==> src/rtl/afip_pkg.sv <==
package afip_pkg;
  // Width of one radix-4 partial product for a COEF_W-bit weight:
  // magnitudes up to 3|w| need two extra bits.
  function automatic int pp_width(input int coef_w);
    return coef_w + 2;
  endfunction

  // Width needed to hold the sum of n_terms values of width w_in.
  function automatic int sum_width(input int w_in, input int n_terms);
    return w_in + $clog2(n_terms);
  endfunction
endpackage

==> src/rtl/afip_ppg.sv <==
// Partial-product generator for one tap: one two-bit digit decoder and
// one AND-OR select per digit. The top digit is signed.
module afip_ppg #(
  parameter int SAMP_W = 8,
  parameter int COEF_W = 8,
  parameter int PP_W   = afip_pkg::pp_width(COEF_W),
  parameter int NDIG   = SAMP_W / 2
) (
  input  logic                   clk,
  input  logic                   rst_n,
  input  logic [SAMP_W-1:0]      x,
  input  logic [COEF_W-1:0]      w,
  output logic [NDIG*PP_W-1:0]   pp_flat
);
  logic signed [PP_W-1:0] w_ext;
  assign w_ext = {{(PP_W-COEF_W){w[COEF_W-1]}}, w};

  for (genvar k = 0; k < NDIG; k++) begin : g_dig
    localparam bit IS_TOP = (k == NDIG - 1);
    logic [1:0] dg;
    logic sel1, sel2, sel3;
    logic signed [PP_W-1:0] m1, m2, m3, pp_k;

    assign dg   = x[2*k +: 2];
    assign sel1 = ~dg[1] &  dg[0];
    assign sel2 =  dg[1] & ~dg[0];
    assign sel3 =  dg[1] &  dg[0];

    if (IS_TOP) begin : g_top
      // digit value is -2*u1 + u0: codes 01, 10, 11 map to 1, -2, -1
      assign m1 = w_ext;
      assign m2 = -(w_ext <<< 1);
      assign m3 = -w_ext;
    end else begin : g_low
      assign m1 = w_ext;
      assign m2 = w_ext <<< 1;
      assign m3 = w_ext + (w_ext <<< 1);
    end

    assign pp_k = ({PP_W{sel1}} & m1) | ({PP_W{sel2}} & m2) | ({PP_W{sel3}} & m3);
    assign pp_flat[k*PP_W +: PP_W] = pp_k;

    AST_PP_DIGIT: assert property (@(posedge clk) disable iff (!rst_n)
      int'(pp_k) == int'($signed(w)) *
        (IS_TOP ? int'($signed(dg)) : int'({1'b0, dg}))) else $error("pp digit mismatch");
  end
endmodule

==> src/rtl/afip_digit_tree.sv <==
// Sums the partial products of one digit position across every tap.
module afip_digit_tree #(
  parameter int N_TAPS = 4,
  parameter int COEF_W = 8,
  parameter int PP_W   = afip_pkg::pp_width(COEF_W),
  parameter int TREE_W = afip_pkg::sum_width(PP_W, N_TAPS)
) (
  input  logic                        clk,
  input  logic                        rst_n,
  input  logic [N_TAPS*PP_W-1:0]      pp_col,
  output logic signed [TREE_W-1:0]    sum
);
  localparam int LIMIT = N_TAPS * 3 * (1 << (COEF_W - 1));

  always_comb begin
    sum = '0;
    for (int i = 0; i < N_TAPS; i++) begin
      sum += {{(TREE_W-PP_W){pp_col[i*PP_W + PP_W - 1]}}, pp_col[i*PP_W +: PP_W]};
    end
  end

  AST_TREE_RANGE: assert property (@(posedge clk) disable iff (!rst_n)
    (int'(sum) <= LIMIT) && (int'(sum) >= -LIMIT)) else $error("tree sum out of range");
endmodule

==> src/rtl/afip_inner_product.sv <==
// Two-stage pipelined inner product with error output.
module afip_inner_product #(
  parameter int N_TAPS    = 4,
  parameter int SAMP_W    = 8,
  parameter int COEF_W    = 8,
  parameter int TRUNC_LSB = 2
) (
  input  logic                                         clk,
  input  logic                                         rst_n,
  input  logic                                         in_valid,
  output logic                                         in_ready,
  input  logic [N_TAPS*SAMP_W-1:0]                     x_taps,
  input  logic [N_TAPS*COEF_W-1:0]                     w_taps,
  input  logic [SAMP_W-1:0]                            d_in,
  output logic                                         out_valid,
  input  logic                                         out_ready,
  output logic [SAMP_W+COEF_W+$clog2(N_TAPS)-1:0]      y_out,
  output logic [SAMP_W+COEF_W+$clog2(N_TAPS)-1:0]      e_out
);
  localparam int NDIG   = SAMP_W / 2;
  localparam int PP_W   = afip_pkg::pp_width(COEF_W);
  localparam int TREE_W = afip_pkg::sum_width(PP_W, N_TAPS);
  localparam int Y_W    = SAMP_W + COEF_W + $clog2(N_TAPS);

  logic [NDIG*PP_W-1:0]   pp_tap [N_TAPS];
  logic [N_TAPS*PP_W-1:0] pp_col [NDIG];
  logic signed [TREE_W-1:0] tree_sum [NDIG];

  for (genvar i = 0; i < N_TAPS; i++) begin : g_tap
    afip_ppg #(.SAMP_W(SAMP_W), .COEF_W(COEF_W), .PP_W(PP_W), .NDIG(NDIG)) u_ppg (
      .clk    (clk),
      .rst_n  (rst_n),
      .x      (x_taps[i*SAMP_W +: SAMP_W]),
      .w      (w_taps[i*COEF_W +: COEF_W]),
      .pp_flat(pp_tap[i])
    );
  end

  for (genvar k = 0; k < NDIG; k++) begin : g_col
    for (genvar i = 0; i < N_TAPS; i++) begin : g_pick
      assign pp_col[k][i*PP_W +: PP_W] = pp_tap[i][k*PP_W +: PP_W];
    end
    afip_digit_tree #(.N_TAPS(N_TAPS), .COEF_W(COEF_W), .PP_W(PP_W), .TREE_W(TREE_W)) u_tree (
      .clk   (clk),
      .rst_n (rst_n),
      .pp_col(pp_col[k]),
      .sum   (tree_sum[k])
    );
  end

  // Whole-pipeline stall: every stage moves only when the output can move.
  logic en;
  assign en       = !out_valid || out_ready;
  assign in_ready = en;

  // Stage 1: per-digit sums and desired sample
  logic                      v1;
  logic signed [TREE_W-1:0]  tree_q [NDIG];
  logic [SAMP_W-1:0]         d_q;

  always_ff @(posedge clk) begin
    if (!rst_n) begin
      v1 <= 1'b0;
    end else if (en) begin
      v1 <= in_valid;
    end
  end

  always_ff @(posedge clk) begin
    if (en) begin
      for (int k = 0; k < NDIG; k++) tree_q[k] <= tree_sum[k];
      d_q <= d_in;
    end
  end

  // Shift-add across digit positions, truncation, error
  logic signed [Y_W-1:0] y_full, y_tr, d_ext, e_c;
  always_comb begin
    y_full = '0;
    for (int k = 0; k < NDIG; k++) begin
      y_full += {{(Y_W-TREE_W){tree_q[k][TREE_W-1]}}, tree_q[k]} <<< (2*k);
    end
    y_tr  = (y_full >>> TRUNC_LSB) <<< TRUNC_LSB;
    d_ext = {{(Y_W-SAMP_W){d_q[SAMP_W-1]}}, d_q};
    e_c   = d_ext - y_tr;
  end

  // Stage 2: output registers
  always_ff @(posedge clk) begin
    if (!rst_n) begin
      out_valid <= 1'b0;
    end else if (en) begin
      out_valid <= v1;
    end
  end

  always_ff @(posedge clk) begin
    if (en) begin
      y_out <= y_tr;
      e_out <= e_c;
    end
  end

  AST_STALL_HOLD: assert property (@(posedge clk) disable iff (!rst_n)
    out_valid && !out_ready |=> out_valid && $stable(y_out) && $stable(e_out)) else $error("stall not held");
  AST_ACCEPT_MID: assert property (@(posedge clk) disable iff (!rst_n)
    in_valid && in_ready |=> v1) else $error("accepted beat lost");
  AST_MID_TO_OUT: assert property (@(posedge clk) disable iff (!rst_n)
    v1 && in_ready |=> out_valid) else $error("beat did not reach output");
  AST_NO_SPURIOUS: assert property (@(posedge clk) disable iff (!rst_n)
    !v1 && in_ready |=> !out_valid) else $error("output without input");
endmodule

==> config.mk <==
export PLATFORM = sky130hd
export DESIGN_NAME = afip_inner_product
export DESIGN_NICKNAME = d
export VERILOG_FILES = /design/src/rtl/afip_pkg.sv /design/src/rtl/afip_ppg.sv /design/src/rtl/afip_digit_tree.sv /design/src/rtl/afip_inner_product.sv
export SDC_FILE = /design/constraint.sdc
export NUM_CORES = 1
export LEC_CHECK = 0
export BUFFER_PORTS_ARGS = -buffer_cell sky130_fd_sc_hd__buf_2
export CAP_MARGIN = 20
export CORE_MARGIN = 2
export CORE_UTILIZATION = 57
export DETAILED_ROUTE_END_ITERATION = 6
export GPL_ROUTABILITY_DRIVEN = 0
export GPL_TIMING_DRIVEN = 0
export MAX_ROUTING_LAYER = met4
export PLACE_DENSITY = 0.75
export SYNTH_ARGS = -nofsm -noshare
export SYNTH_HDL_FRONTEND = slang
export SYNTH_SLANG_ARGS = --single-unit
==> constraint.sdc <==
create_clock -name clk -period 12.2 [get_ports clk]
set_input_delay 1.83 -clock clk [delete_from_list [all_inputs] [get_ports clk]]
set_output_delay 1.83 -clock clk [all_outputs]
set_load 0.01 [all_outputs]
After elaboration in Yosys (flattened, before gate mapping). Memories as Yosys holds them, arrays and structs flattened. Index checks and enable logic that the tools add are counted.

Reductions and logical operators: 2. Bitwise logic cells: 160. $add $sub $neg: 28. Multiplexer cells: 2.

Operator list (count): $and A10 B10 Y10 (48); $or A10 B10 Y10 (32); $add A12 B12 Y12 (8); $and A1 B1 Y1 (48); $add A10 B10 Y11 (4); $add A8 B9 Y10 (4); $neg A8 Y10 (4); $neg A9 Y10 (4); $not A1 Y1 (32); $add A18 B18 Y18 (1); $sub A8 B18 Y18 (1); $add A15 B16 Y17 (1); $add A12 B14 Y15 (1); $mux W1 (2); $logic_not A1 Y1 (1); $logic_or A1 B1 Y1 (1).

Logic and storage cells: 198. Bits in writable memories: 48. Output and inout port bits: 38. Register bits after elaboration: 44. Memories kept: 1.

Memory list: tree_q (depth 4, width 12, rd ports 4, clocked after memory_dff 0, write ports 4, RTL line afip_inner_product.sv:58) `logic signed [TREE_W-1:0] tree_q [NDIG];`.

Longest topological paths before layout.
Depth after elaboration: 8. Mapped depth: 25. Depth with buffers taken out: 25.

Modules after synthesis. Synthesis repeated with hierarchy kept, for this count alone.

Cell total of the unflattened synthesis: 1697. Area, all modules: 14582.7 um2.

Modules (own cells, without submodules): afip_inner_product (cells an instance 362, instances 1, area an instance 4869.7 um2); afip_ppg (g_tap[2].u_ppg ...) (cells an instance 207, instances 2, area an instance 1407.6 um2); afip_ppg (g_tap[0].u_ppg ...) (cells an instance 210, instances 2, area an instance 1395.1 um2); afip_digit_tree (g_col[2].u_tree ...) (cells an instance 126, instances 2, area an instance 1028.5 um2); afip_digit_tree (g_col[1].u_tree) (cells an instance 126, instances 1, area an instance 1032.2 um2); afip_digit_tree (g_col[0].u_tree) (cells an instance 123, instances 1, area an instance 1018.5 um2).

Worst setup path after synthesis. Ideal clock, no wire load.

Path kind: in2reg. Start point: input port w_taps[2]. End point: memory tree_q[2][11] (netlist name) (data pin). Path buffers: 1. Path slack: 5.653 ns. Data required time: 11.933 ns. Data arrival time: 6.280 ns. Cell stages on the path: 21. Path through: clkbuf_1 inv_1 ha_1 a21oi_1 nor2_1 nor2_1 o21bai_1 a21oi_1 xnor2_1 mux2_2 a22o_1 ha_1 or4b_2 o211ai_1 a311oi_1 fa_1 inv_1 ha_1 or4_1 o311ai_0 nor3b_1.

RTL lines: start, declared (RTL line afip_inner_product.sv:13) `input logic [N_TAPS*COEF_W-1:0] w_taps,`; end, declared (RTL line afip_inner_product.sv:58).

==> summary.md <==
| Metric | Value |
|---|---|
| Status | complete, no violations |
| Final Skew | about 0.0080 ns |
| Initial antenna violation count | 1 |
| H-tree depth | 3 |
| Layout Nets | approximately 2.1k |
| Drt pass-1 iters | 6 |
| Min-delay worst type | flip-flop to flip-flop |
| Cells after Synth | between 1.5k and 2k |
| Count of final setup violators | 0 |
| FF+latch count, synth | 90 |
| Startpoint type of the worst setup path | input pin |
| Die area | roughly 0.026 mm2 |
| GR Overflow Total | 0 |
| Asr flop ratio synth | 0 |
| WS Path Type | input pin to flip-flop |
| First-pass GRT wire length | approximately 59 mm |
| Gr busiest metal | met2 |
| Post-Route WL | 37.18 mm |
| R2R Path Start | tree_q[2][0] |
| Worst-Margin Slew | 0.6470 ns |
| Final Hold Viols | 0 |
| Netlist Area Pre-Place | roughly 0.014 mm2 |
| Routed vias | 12.38k |
| GRT Overall Usage | 0.2963 |
| Ys flop type | edfxtp_1 |
| Vias in the first global route | around 12k |
| CTS tree | done |
| # port buffers | 93 |
| EDFF count, synth | just under 90 |
| DP HPWL | approximately 31 mm |
| Post-CTS sizing | 0 |
| Fill cells | ~2.1k |
| Critical Path Source | w_taps[2] |
| CTS Root Buffer Type | clkbuf_16 |
| Area Overhead vs Synth | 8.725% |
| FP Rows | 57 |
| Library cells used by synthesis | 70 |
| Clk slew on worst S/H paths | approximately 0.060 ns |
| Later-pin clock latency in the skew report | about 0.34 ns |
| Commonest non-fill, non-tap cell in the layout | inv_1 |
| GR Layer Usage met1 | 0.3348 |
| Iteration-0 DRC Markers | 863 |
| # IOs | 114 |
| Die height | between 150 and 200 um |
| Post-CTS Hold Buffers | 0 |
| Crit path max fanout | 10 |
| Min-delay src | d_q[1] |
| CP endpoint kind | flip-flop |
| CP required | approximately 12 ns |
| Clk sinks | 90 |
| Worst slew margin | 0.5687 |
| Share of cells above drive strength 1 | 0.07933 |
| Max_cap viols | 0 |
| Initial Utilization | 0.5784 |
| Grt met2 use | 0.5158 |
| Seq/Total Area, Yosys | 0.1913 |
| Setup TNS | 0 ns |
| Wire length per cell | approximately 18 um |
| Min Tclk post-route | between 7 and 8 ns |
| Max-slew violations | 0 |
| Detailed-route DRC error count | 0 |
| Final core utilization | 0.6288 |
| Fmax | approximately 140 MHz |
| Core area | 0.02425 mm2 |
| DR vias/cell | a little under 6 |
| M3 GR Usage | 0.02918 |
| Yosys warns | 0 |
| Crit path DAT | 7.17 ns |
| Bufs on Longest Clock Path | 2 |
| Post-Syn Area per Cell | 8.343 um2 |
| ANT nets after route | 0 |
| Die width | 160.9 um |
| Tcrit/Tclk final | 0.5816 |
| TritonCTS buffer count | 9 |
| Post-CTS Setup Inserts | 0 |
| Most frequent cells in the layout | 181 x inv_1, 176 x ha_1, 153 x nand2_1, 124 x o21ai_0, 123 x xnor2_1 |
| Largest net degree at the start of global routing | slightly above 50 |
| RSZ-0062 raised after global routing | no |
-- state kept, by name (all words and copies together) (netlist names) --
register	count
tree_q	46
e_out	18
y_out	16
d_q	8
out_valid	1
v1	1
-- layout make-up --
cell class | count | area (um2) | area share
antenna | 3 | 7.507 | 0.0004923
buffer | 81 | 311.5 | 0.02043
clock buffer | 9 | 225.2 | 0.01477
clock inverter | 5 | 81.33 | 0.005334
inverter | 184 | 690.7 | 0.04529
multi-input combinational | 1327 | 10350 | 0.6788
sequential | 90 | 2683 | 0.1759
tap | 324 | 405.4 | 0.02659
timing repair buffer | 94 | 493.0 | 0.03233
-- cell usage after synthesis, drive strengths merged, types with 5 or more instances --
master    n  area, um2
inv     181      679.4
ha      176       2202
nand2   153      574.3
o21ai   129      649.4
xnor2   123       1077
nor2    110      412.9
a21oi   104      528.0
edfxtp   88       2643
clkbuf   78      292.8
fa       70       1401
a22o     58      508.0
nor2b    33      206.5
nand3    31      155.2
o21bai   31      232.7
a22oi    27      202.7
and2     26      162.7
xor2     23      209.0
a21o     22      165.2
nor3     21      105.1
mux2     14      157.7
o22ai    14      87.58
a32oi    12      105.1
nand2b   12      75.07
o211ai   11      87.58
a21boi   10      75.07
and3      9      57.56
mux2i     9      90.09
o21a      9      67.56
o311ai    8      70.07
o31ai     8      60.06
a32o      7      70.07
or4       7      56.30
a211oi    6      50.05
a31oi     6      37.54
or3       5      36.28
-- through the flow --
step                      cell area [um2]  std cells  worst slack (ns)  hold slack, ns
after floorplan                     14030       1682             5.653          0.4003
after CTS                           15240       2114             5.162          0.4327
final                               15250       2117             5.105          0.4286
after detailed placement            14930       2100             4.817          0.4167
after global routing                15240       2115             4.806          0.4306
after global placement              14900       2099             4.924          0.4041
-- worst max-delay path: stages --
cell	delay, ns
buf_2	0.12
clkbuf_1	0.43
inv_1	0.13
ha_1	0.30
a21o_1	0.17
a21oi_1	0.21
o21bai_1	0.09
a21oi_1	0.24
o21bai_1	0.09
a21oi_1	0.40
o22ai_1	0.26
ha_1	0.30
or4b_2	0.67
o211ai_1	0.12
a311oi_1	0.11
fa_1	0.51
inv_1	0.04
ha_1	0.36
or4_1	0.53
o311ai_0	0.10
nor3b_1	0.13
-- layer usage --
| layer | wire length (um) | share of wire | up-vias |
|---|---|---|---|
| met5 | 0 | 0 | - |
| met4 | 2306 | 0.062 | 0 |
| met3 | 2122 | 0.057 | 102 |
| li1 | - | - | 6105 |
| met2 | 18020 | 0.48 | 475 |
| met1 | 14740 | 0.40 | 5696 |
-- path summary, 6_finish.rpt --
path                    to  slack, ns  cells after the start
max          tree_q[2][11]       5.10                     21
max reg2reg      e_out[17]       6.38                     23
min reg2reg       e_out[1]       0.43                      0
min               e_out[1]       0.43                      0
-- cells by family (layout without fill, tap and decap cells) --
family / after synthesis / after routing / share of synthesized area
flip-flops: 90 / 90 / 0.1913
multiplexers: 23 / 23 / 0.01766
buffers and inverters: 265 / 373 / 0.07146
XOR/XNOR: 146 / 146 / 0.09171
other: 1 / 5 / 0.0002674
AND/OR/NAND/NOR: 427 / 427 / 0.1421
AO/OA/AOI/OAI: 483 / 483 / 0.2286
adder cells (fa/ha/maj): 246 / 246 / 0.2569
Power is not shown: default switching activity piles up to over one toggle a cycle in this logic, so the estimate is an artifact.
